**src/rtl/vpc_pkg.sv**
```systemverilog
package vpc_pkg;
  typedef enum logic {
    DEL_BY_TOKEN = 1'b0,
    DEL_BY_VALUE = 1'b1
  } del_mode_e;
endpackage

```
**src/rtl/vpc_cam.sv**
```systemverilog
module vpc_cam #(
  parameter int N  = 8,
  parameter int AW = 16
) (
  input  logic [N-1:0]         valid_i,
  input  logic [N-1:0][AW-1:0] tag_i,
  input  logic [AW-1:0]        key_i,
  output logic [N-1:0]         hit_o
);
  for (genvar g = 0; g < N; g++) begin : g_cmp
    assign hit_o[g] = valid_i[g] && (tag_i[g] == key_i);
  end
endmodule

```
**src/rtl/vpc_pick_free.sv**
```systemverilog
module vpc_pick_free #(
  parameter int N = 8
) (
  input  logic [N-1:0] valid_i,
  output logic [N-1:0] pick_o,
  output logic         any_o
);
  logic [N:0] seen;
  assign seen[0] = 1'b0;
  for (genvar g = 0; g < N; g++) begin : g_pri
    assign pick_o[g]  = !valid_i[g] && !seen[g];
    assign seen[g+1]  = seen[g] || !valid_i[g];
  end
  assign any_o = seen[N];
endmodule

```
**src/rtl/vpc_onehot_mux.sv**
```systemverilog
module vpc_onehot_mux #(
  parameter int N = 8,
  parameter int W = 32
) (
  input  logic [N-1:0]        sel_i,
  input  logic [N-1:0][W-1:0] data_i,
  output logic [W-1:0]        data_o
);
  always_comb begin
    data_o = '0;
    for (int i = 0; i < N; i++) begin
      if (sel_i[i]) data_o = data_o | data_i[i];
    end
  end
endmodule

```
**src/rtl/vpc_store.sv**
```systemverilog
module vpc_store #(
  parameter int N  = 8,
  parameter int AW = 16,
  parameter int DW = 32,
  parameter int TW = 8
) (
  input  logic                 clk,
  input  logic                 rst_n,
  input  logic                 flush_i,
  input  logic [N-1:0]         wr_i,
  input  logic [N-1:0]         clr_i,
  input  logic [AW-1:0]        addr_i,
  input  logic [DW-1:0]        data_i,
  input  logic [TW-1:0]        token_i,
  output logic [N-1:0]         valid_q,
  output logic [N-1:0][AW-1:0] tag_q,
  output logic [N-1:0][DW-1:0] data_q,
  output logic [N-1:0][TW-1:0] tok_q
);
  logic [N-1:0] valid_d;

  always_comb begin
    valid_d = valid_q;
    for (int i = 0; i < N; i++) begin
      if (flush_i)       valid_d[i] = 1'b0;
      else if (wr_i[i])  valid_d[i] = 1'b1;
      else if (clr_i[i]) valid_d[i] = 1'b0;
    end
  end

  always_ff @(posedge clk or negedge rst_n) begin
    if (!rst_n) valid_q <= '0;
    else        valid_q <= valid_d;
  end

  for (genvar g = 0; g < N; g++) begin : g_ent
    logic wr_en;
    assign wr_en = wr_i[g] && !flush_i;
    always_ff @(posedge clk) begin
      if (wr_en) begin
        tag_q[g]  <= addr_i;
        data_q[g] <= data_i;
        tok_q[g]  <= token_i;
      end
    end
  end
endmodule

```
**src/rtl/vpc_top.sv**
```systemverilog
module vpc_top #(
  parameter int ADDR_W  = 16,
  parameter int DATA_W  = 32,
  parameter int TOKEN_W = 8,
  parameter int DEPTH   = 8
) (
  input  logic               clk,
  input  logic               rst_n,
  input  logic               flush_i,
  input  logic               ins_valid_i,
  input  logic [ADDR_W-1:0]  ins_addr_i,
  input  logic [DATA_W-1:0]  ins_data_i,
  input  logic [TOKEN_W-1:0] ins_token_i,
  input  logic               rd_valid_i,
  input  logic [ADDR_W-1:0]  rd_addr_i,
  output logic               rd_hit_o,
  output logic [DATA_W-1:0]  rd_data_o,
  input  logic               del_valid_i,
  input  logic               del_mode_i,
  input  logic [ADDR_W-1:0]  del_addr_i,
  input  logic [TOKEN_W-1:0] del_token_i,
  input  logic [DATA_W-1:0]  del_data_i,
  output logic               ovf_o
);
  import vpc_pkg::*;

  localparam int N = DEPTH;

  logic [N-1:0]              valid_q;
  logic [N-1:0][ADDR_W-1:0]  tag_q;
  logic [N-1:0][DATA_W-1:0]  data_q;
  logic [N-1:0][TOKEN_W-1:0] tok_q;

  logic [N-1:0] ins_hit_vec, rd_hit_vec, del_hit_vec, free_vec;
  logic [N-1:0] wr_vec, clr_vec;
  logic         ins_hit, any_free, ovf_set, ovf_q, ovf_d, del_ok;
  logic [DATA_W-1:0]  rd_mux, del_dat;
  logic [TOKEN_W-1:0] del_tok;
  del_mode_e          mode;

  vpc_cam #(.N(N), .AW(ADDR_W)) u_cam_ins (
    .valid_i(valid_q), .tag_i(tag_q), .key_i(ins_addr_i), .hit_o(ins_hit_vec));
  vpc_cam #(.N(N), .AW(ADDR_W)) u_cam_rd (
    .valid_i(valid_q), .tag_i(tag_q), .key_i(rd_addr_i), .hit_o(rd_hit_vec));
  vpc_cam #(.N(N), .AW(ADDR_W)) u_cam_del (
    .valid_i(valid_q), .tag_i(tag_q), .key_i(del_addr_i), .hit_o(del_hit_vec));

  vpc_pick_free #(.N(N)) u_free (
    .valid_i(valid_q), .pick_o(free_vec), .any_o(any_free));

  vpc_onehot_mux #(.N(N), .W(DATA_W)) u_mux_rd (
    .sel_i(rd_hit_vec), .data_i(data_q), .data_o(rd_mux));
  vpc_onehot_mux #(.N(N), .W(DATA_W)) u_mux_deld (
    .sel_i(del_hit_vec), .data_i(data_q), .data_o(del_dat));
  vpc_onehot_mux #(.N(N), .W(TOKEN_W)) u_mux_delt (
    .sel_i(del_hit_vec), .data_i(tok_q), .data_o(del_tok));

  assign ins_hit = |ins_hit_vec;
  assign mode    = del_mode_e'(del_mode_i);

  always_comb begin
    wr_vec  = '0;
    ovf_set = 1'b0;
    if (ins_valid_i && !flush_i) begin
      if (ins_hit)       wr_vec  = ins_hit_vec;
      else if (any_free) wr_vec  = free_vec;
      else               ovf_set = 1'b1;
    end
  end

  always_comb begin
    if (mode == DEL_BY_TOKEN) del_ok = (del_tok == del_token_i);
    else                      del_ok = (del_dat == del_data_i);
    clr_vec = '0;
    if (del_valid_i && !flush_i && del_ok) clr_vec = del_hit_vec & ~wr_vec;
  end

  vpc_store #(.N(N), .AW(ADDR_W), .DW(DATA_W), .TW(TOKEN_W)) u_store (
    .clk(clk), .rst_n(rst_n), .flush_i(flush_i), .wr_i(wr_vec), .clr_i(clr_vec),
    .addr_i(ins_addr_i), .data_i(ins_data_i), .token_i(ins_token_i),
    .valid_q(valid_q), .tag_q(tag_q), .data_q(data_q), .tok_q(tok_q));

  always_comb begin
    if (flush_i) ovf_d = 1'b0;
    else         ovf_d = ovf_q || ovf_set;
  end

  always_ff @(posedge clk or negedge rst_n) begin
    if (!rst_n) ovf_q <= 1'b0;
    else        ovf_q <= ovf_d;
  end

  assign ovf_o     = ovf_q;
  assign rd_hit_o  = rd_valid_i && (|rd_hit_vec);
  assign rd_data_o = rd_hit_o ? rd_mux : '0;
endmodule

```
**config.mk**
```make
export PLATFORM = sky130hd
export DESIGN_NAME = vpc_top
export DESIGN_NICKNAME = d
export VERILOG_FILES = /design/src/rtl/vpc_pkg.sv /design/src/rtl/vpc_cam.sv /design/src/rtl/vpc_pick_free.sv /design/src/rtl/vpc_onehot_mux.sv /design/src/rtl/vpc_store.sv /design/src/rtl/vpc_top.sv
export SDC_FILE = /design/constraint.sdc
export NUM_CORES = 1
export LEC_CHECK = 0
export ABC_AREA = 1
export BUFFER_PORTS_ARGS = -buffer_cell sky130_fd_sc_hd__buf_2
export CELL_PAD_IN_SITES_DETAIL_PLACEMENT = 0
export CELL_PAD_IN_SITES_GLOBAL_PLACEMENT = 1
export CORE_ASPECT_RATIO = 1.25
export CORE_MARGIN = 4
export CORE_UTILIZATION = 27
export CTS_BUF_LIST = sky130_fd_sc_hd__clkbuf_16
export DETAILED_ROUTE_END_ITERATION = 6
export PLACE_DENSITY_LB_ADDON = 0.1
export SLEW_MARGIN = 20
export SYNTH_ARGS = -nofsm -noshare
export SYNTH_HDL_FRONTEND = slang
export SYNTH_HIERARCHICAL = 1
export SYNTH_SLANG_ARGS = --single-unit
```
**constraint.sdc**
```tcl
create_clock -name clk -period 4.51 [get_ports clk]
set_input_delay 0.902 -clock clk [delete_from_list [all_inputs] [get_ports clk]]
set_output_delay 0.902 -clock clk [all_outputs]
set_load 0.1 [all_outputs]
```
Word-level counts from Yosys, hierarchy flattened --
Index checks and enable logic that the tools add are counted. W data, S select, Z words.
Cells by class: equal/unequal tests 26, muxes and demuxes 58, bitwise operators 23, reductions and logical operators 76
Operator list (number):
- $mux W32 | 17
- $or A32 B32 Y32 | 14
- $eq A16 B16 Y1 | 24
- $mux W8 | 12
- $or A8 B8 Y8 | 7
- $logic_and A1 B1 Y1 | 43
- $eq A32 B32 Y1 | 1
- $mux W1 | 29
- $reduce_bool A3 Y1 | 8
- $reduce_or A8 Y1 | 2
- $logic_not A1 Y1 | 15
- $and A8 B8 Y8 | 1
- $eq A8 B8 Y1 | 1
- $logic_or A1 B1 Y1 | 8
- $not A8 Y8 | 1
Storage, ports and cells: register bits 457, output and inout bits 34, word-level logic and storage cells 216

Logic depth before layout (Yosys ltp) --
word-level depth 24, mapped depth 28, gate-level depth less buffers 26

Modules after synthesis --
Netlist, hierarchy kept.
Modules (own cells, without submodules):
- vpc_store | times used 1, cells each 498, area each 13834.5 um^2, sequential area each 13653.1 um^2
- vpc_cam | times used 3, cells each 474, area each 2127.0 um^2, sequential area each 0.0 um^2
- vpc_onehot_mux (u_mux_deld ...) | times used 2, cells each 504, area each 2034.5 um^2, sequential area each 0.0 um^2
- vpc_top | times used 1, cells each 266, area each 1296.2 um^2, sequential area each 25.0 um^2
- vpc_onehot_mux (u_mux_delt) | times used 1, cells each 128, area each 543.0 um^2, sequential area each 0.0 um^2
- vpc_pick_free | times used 1, cells each 18, area each 86.3 um^2, sequential area each 0.0 um^2

Worst setup path after synthesis --
No wires, ideal clock.
path kind input to output, start point input rd_addr_i[2], end point output rd_data_o[23], arrival 4423 ps, required time 3608 ps, slack -815 ps, stages 16, path buffers 2, cells stage by stage buf_4 inv_1 nand2_1 nand2_1 nor2_1 nand2_1 nor2_1 nand2_1 nor2_1 nor4_1 nand2_1 nor3_2 nor2_2 inv_4 buf_12 nor2_1
On the way: elaborated cells on any way between the ends 34, classes of those cells 8 x eq/ne; 9 x mux; 7 x bitwise; 10 x reduce/logical
RTL lines:
- from (decl) | line vpc_top.sv:15 | input logic [ADDR_W-1:0] rd_addr_i,
- $eq A16 B16 Y1 | line vpc_cam.sv:11 | assign hit_o[g] = valid_i[g] && (tag_i[g] == key_i);
- $logic_and A1 B1 Y1 | line vpc_cam.sv:11
- via rd_hit_vec[6] | line vpc_top.sv:34 | logic [N-1:0] ins_hit_vec, rd_hit_vec, del_hit_vec, free_vec;
- $reduce_or A8 Y1 | line vpc_top.sv:94 | assign rd_hit_o = rd_valid_i && (|rd_hit_vec);
- $logic_and A1 B1 Y1 | line vpc_top.sv:94
- via rd_hit_o | line vpc_top.sv:16 | output logic rd_hit_o,
- $mux W32 | line vpc_top.sv:95 | assign rd_data_o = rd_hit_o ? rd_mux : '0;
- to (decl) | line vpc_top.sv:17 | output logic [DATA_W-1:0] rd_data_o,
The timed path passes the listed nets, and every way through them passes these cells.

Worst setup path in the final report --
start point input rd_addr_i[9], end point output rd_data_o[26]
On the way: elaborated cells on any way between the ends 34, classes of those cells 8 x eq/ne; 9 x mux; 7 x bitwise; 10 x reduce/logical
RTL lines:
- $eq A16 B16 Y1 (*) | line vpc_cam.sv:11
- $logic_and A1 B1 Y1 (*) | line vpc_cam.sv:11
- via rd_hit_vec[3] | line vpc_top.sv:34
- $mux W32 | line vpc_onehot_mux.sv:12 | if (sel_i[i]) data_o = data_o | data_i[i];
- $or A32 B32 Y32 | line vpc_onehot_mux.sv:12
- $mux W32 | line vpc_onehot_mux.sv:12
- $or A32 B32 Y32 | line vpc_onehot_mux.sv:12
- $mux W32 | line vpc_onehot_mux.sv:12
- $or A32 B32 Y32 | line vpc_onehot_mux.sv:12
- $mux W32 | line vpc_onehot_mux.sv:12
- $or A32 B32 Y32 | line vpc_onehot_mux.sv:12
- $mux W32 | line vpc_onehot_mux.sv:12
- $mux W32 (*) | line vpc_top.sv:95
Mark *: on every way through the listed nets, which the timed path passes. The rest lies on a longest branch.

==> results.md <==
- Min-Delay Path Class: input pin to asynchronous set/reset pin
- CP most frequent cell: nand2_1
- Crit-path max FO: 18
- Pwr dens: slightly above 300 nW/µm²
- Slowest stage delay, CP: approximately 0.41 ns
- Slew headroom: roughly three fifths
- Dpl cell area: approximately 30000 µm²
- Critical path capture point type: primary output
- CORE AREA: 96100 µm²
- TritonCTS Buffers: 56
- Cell taking the most area after synthesis: edfxtp_1
- H-tree levels: 2
- GRT Residual Overflow: 0
- Layout Area Growth over Synthesis: 21.5%
- Yosys top cell area share: between 50% and 60%
- Worst skew pair latency: around 0.65 ns
- RSZ-0062 raised after global routing: no
- Min Clock Period, post-route: 4.46 ns
- Via-to-Cell Ratio: around 4.6
- Routed WL: around 110000 µm
- Fin crit share: a little over nine tenths
- DIE AREA: 102000 µm²
- DRT Pass-1 Iters: 5
- Max-slew violation count: 0
- Top delay family on crit path: simple AND/OR/NAND/NOR gates
- Post-Syn Area: ~26000 µm²
- Root buf cell: clkbuf_16
- Buffers & Inverters on Critical Path: 8
- Antenna-violating nets left: 0
- Vias: ~23000
- Post-synthesis sequential area ratio: 52.2%
- Largest net degree at the start of global routing: 40
- CP startpoint kind: input pin
- Clock Skew: roughly 0.036 ns
- Share of layout cells above drive strength 1: between 10% and 20%
- CP max-delay cell: nor4_4
- Main area contributors after synthesis: edfxtp_1, nand2_1, nor2_1
- Net Count, Synth: 3475
- Die height: approximately 360 µm
- Maximum clock rate: 0.224 GHz
- Commonest cells post-synth: nand2_1, edfxtp_1, nor2_1, inv_1, xor2_1
- Synth Instances: 3340
- Port bufs: approximately 170
- CP arrival: between 3 and 4 ns
- Row cnt: about 130
- Worst reg2reg path depth: 25
- # Max-Cap Violations: 0
- DR iter-0 viols: between 1500 and 2000
- WHS: approximately 0.12 ns
- Final worst slack: 0.0524 ns
- Worst-path clk slew: ~0.060 ns
- Worst vdd ir: around 0.24 mV
- DRC Markers: 0
- Die X: between 200 and 300 µm
- Asr flop ratio synth: under 10%
- Total Nets Final: roughly 3700
- Placer Congestion: between 0.9 and 1
- Worst slack at placement: -0.312 ns
- I/O pin total: between 150 and 200
- Clock buffer depth: 3
- CTS tree: done
- Finished layout cell area: approximately 32000 µm²
- Worst-path cell chain: buf_2 > inv_2 > buf_4 > nand2_1 > nand2_1 > nor2_2 > nand2_1 > nor2_1 > buf_4 > nand2_1 > nor2_4 > nor4_4 > nand2_1 > nor3_2 > buf_4 > nor2_4 > inv_4 > buf_12 > nor2_2 > buf_12
- Status: complete, no violations
- Worst R2R Start: u_store/valid_q[0]
- Vias in the first global route: 22768
- Netlist cell types: 29
- Num Clock Sinks: between 400 and 500
- Top_reg_cell synth: edfxtp_1
- Initial core utilization: 27.3%
- Req. time, crit path: approximately 3.6 ns
- First-pass GRT wire length: around 160000 µm
- RR Endpoint: u_store/valid_q[6]
- Synth Warn #: 6
- Total power: 9820 µW
- Reg-to-reg slack, setup: 0.84 ns
- Detailed placement HPWL: ~83000 µm
- Final hold violation count: 0
- Initial antenna violation count: 12
- Kind of critical path: input pin to primary output
- EDFF count, synth: around 450
- DR WL/cell: around 23 µm
- Least-Margin Pin Slew: 0.596 ns
- Post-layout util: between 30% and 40%
- Syn Area/Cell: between 7 and 8 µm²
- P_leak: ~0.014 µW
- Count leader, synth: nand2_1
- Total GRT Usage: 21.9%
- Yosys reg bits: between 400 and 500
- Setup violators final: 0
## layout by cell type, fill, tap and decap left out, types with 38 or more instances in the layout
| cell | instances |
|---|---|
| buf_12 | 80 |
| buf_2 | 135 |
| buf_4 | 95 |
| clkbuf_16 | 56 |
| edfxtp_1 | 448 |
| inv_1 | 269 |
| inv_2 | 38 |
| nand2_1 | 1693 |
| nor2_1 | 377 |
| nor2_2 | 61 |
| o21ai_0 | 51 |
| o22ai_1 | 39 |
| xor2_1 | 81 |
## how the worst max path moves through the flow
stage	cells past startpoint	startpoint	slack, ns	end
4_1_cts	19	rd_addr_i[11]	0.02	rd_data_o[28]
3_3_place_gp	19	rd_addr_i[11]	-0.39	rd_data_o[28]
3_5_place_dp	19	rd_addr_i[11]	-0.31	rd_data_o[28]
2_1_floorplan	16	rd_addr_i[2]	-0.003	rd_data_o[11]
5_1_grt	17	u_store/tag_q[59]	0.002	rd_data_o[26]
6_report	20	rd_addr_i[9]	0.05	rd_data_o[26]
## layer usage
metal	global-route usage [%]	part of all wire (%)	up-vias	wire [µm]
li1	-	-	10929	-
met1	27.5	42	10800	48300
met2	38.6	49	652	55900
met3	2.96	4.7	182	5370
met4	7.63	3.9	8	4430
met5	0	0.048	-	55
## worst register-to-register path: stages (launching register included)
cell and delay (ns):
dfrtp_1 0.45, buf_4 0.24, nand2_1 0.07, nor2_1 0.22, nand2_1 0.09, nor2_1 0.16, nand2_1 0.11, nor2_4 0.11
buf_12 0.29, buf_12 0.23, nand2_1 0.05, nand2_1 0.05, nor2_1 0.05, nand2_1 0.10, xnor2_1 0.12, nand2_1 0.07
nor2_1 0.29, nand2_1 0.16, nor2_1 0.12, nand2_1 0.09, nand2_1 0.08, nand2_2 0.11, nor2_1 0.12, nor2_1 0.05
nand2_1 0.06, nand2_1 0.06
## report_power, final
part	switching, µW	internal, µW
registers	18.6	4690
clock network	1920	2530
logic	466	193
total	2400	7420
## cell type report
cell class	count	area [µm²]
clock buffers	56	1400
well taps	1290	1610
diodes	6	15.0
repair buffers	312	3010
inverters	305	1170
flip-flops and latches	457	13700
fillers	10125	64300
multi-input cells	2475	10600
clock inverters	48	374
## state kept, by name, indices dropped and copies added, names as in the netlist
name / cells
u_store/valid_q: 8
u_store/data_q: 256
u_store/tok_q: 64
ovf_o: 1
u_store/tag_q: 128
## through the flow
stage,std cells,setup TNS [ns]
final,4949,0
after global routing,4943,0
after CTS,4941,0
after detailed placement,4837,-8.73
after global placement,4837,-10.97
after floorplan,3340,-0.0282
## repair_timing
item | in CTS | in global routing
hold buffers | 0 | 0
pin swaps | 0 | 0
gates resized for setup | 2 | 5
buffers inserted | 0 | 2
endpoints found under the setup margin | 33 | 24
## logic make-up (layout without fill, tap and decap cells)
family                    after synthesis  after routing  share of synthesized area [%]
buffers and inverters                 408            721                           8.07
and+or+nand+nor                      2242           2242                           33.6
DFF                                   457            457                           52.2
AOI/OAI and AO/OA                     125            125                           2.57
other                                   0              6                              0
xor gates and xnor gates              108            108                           3.61
Note: power is estimated with default switching activity, not from simulation.
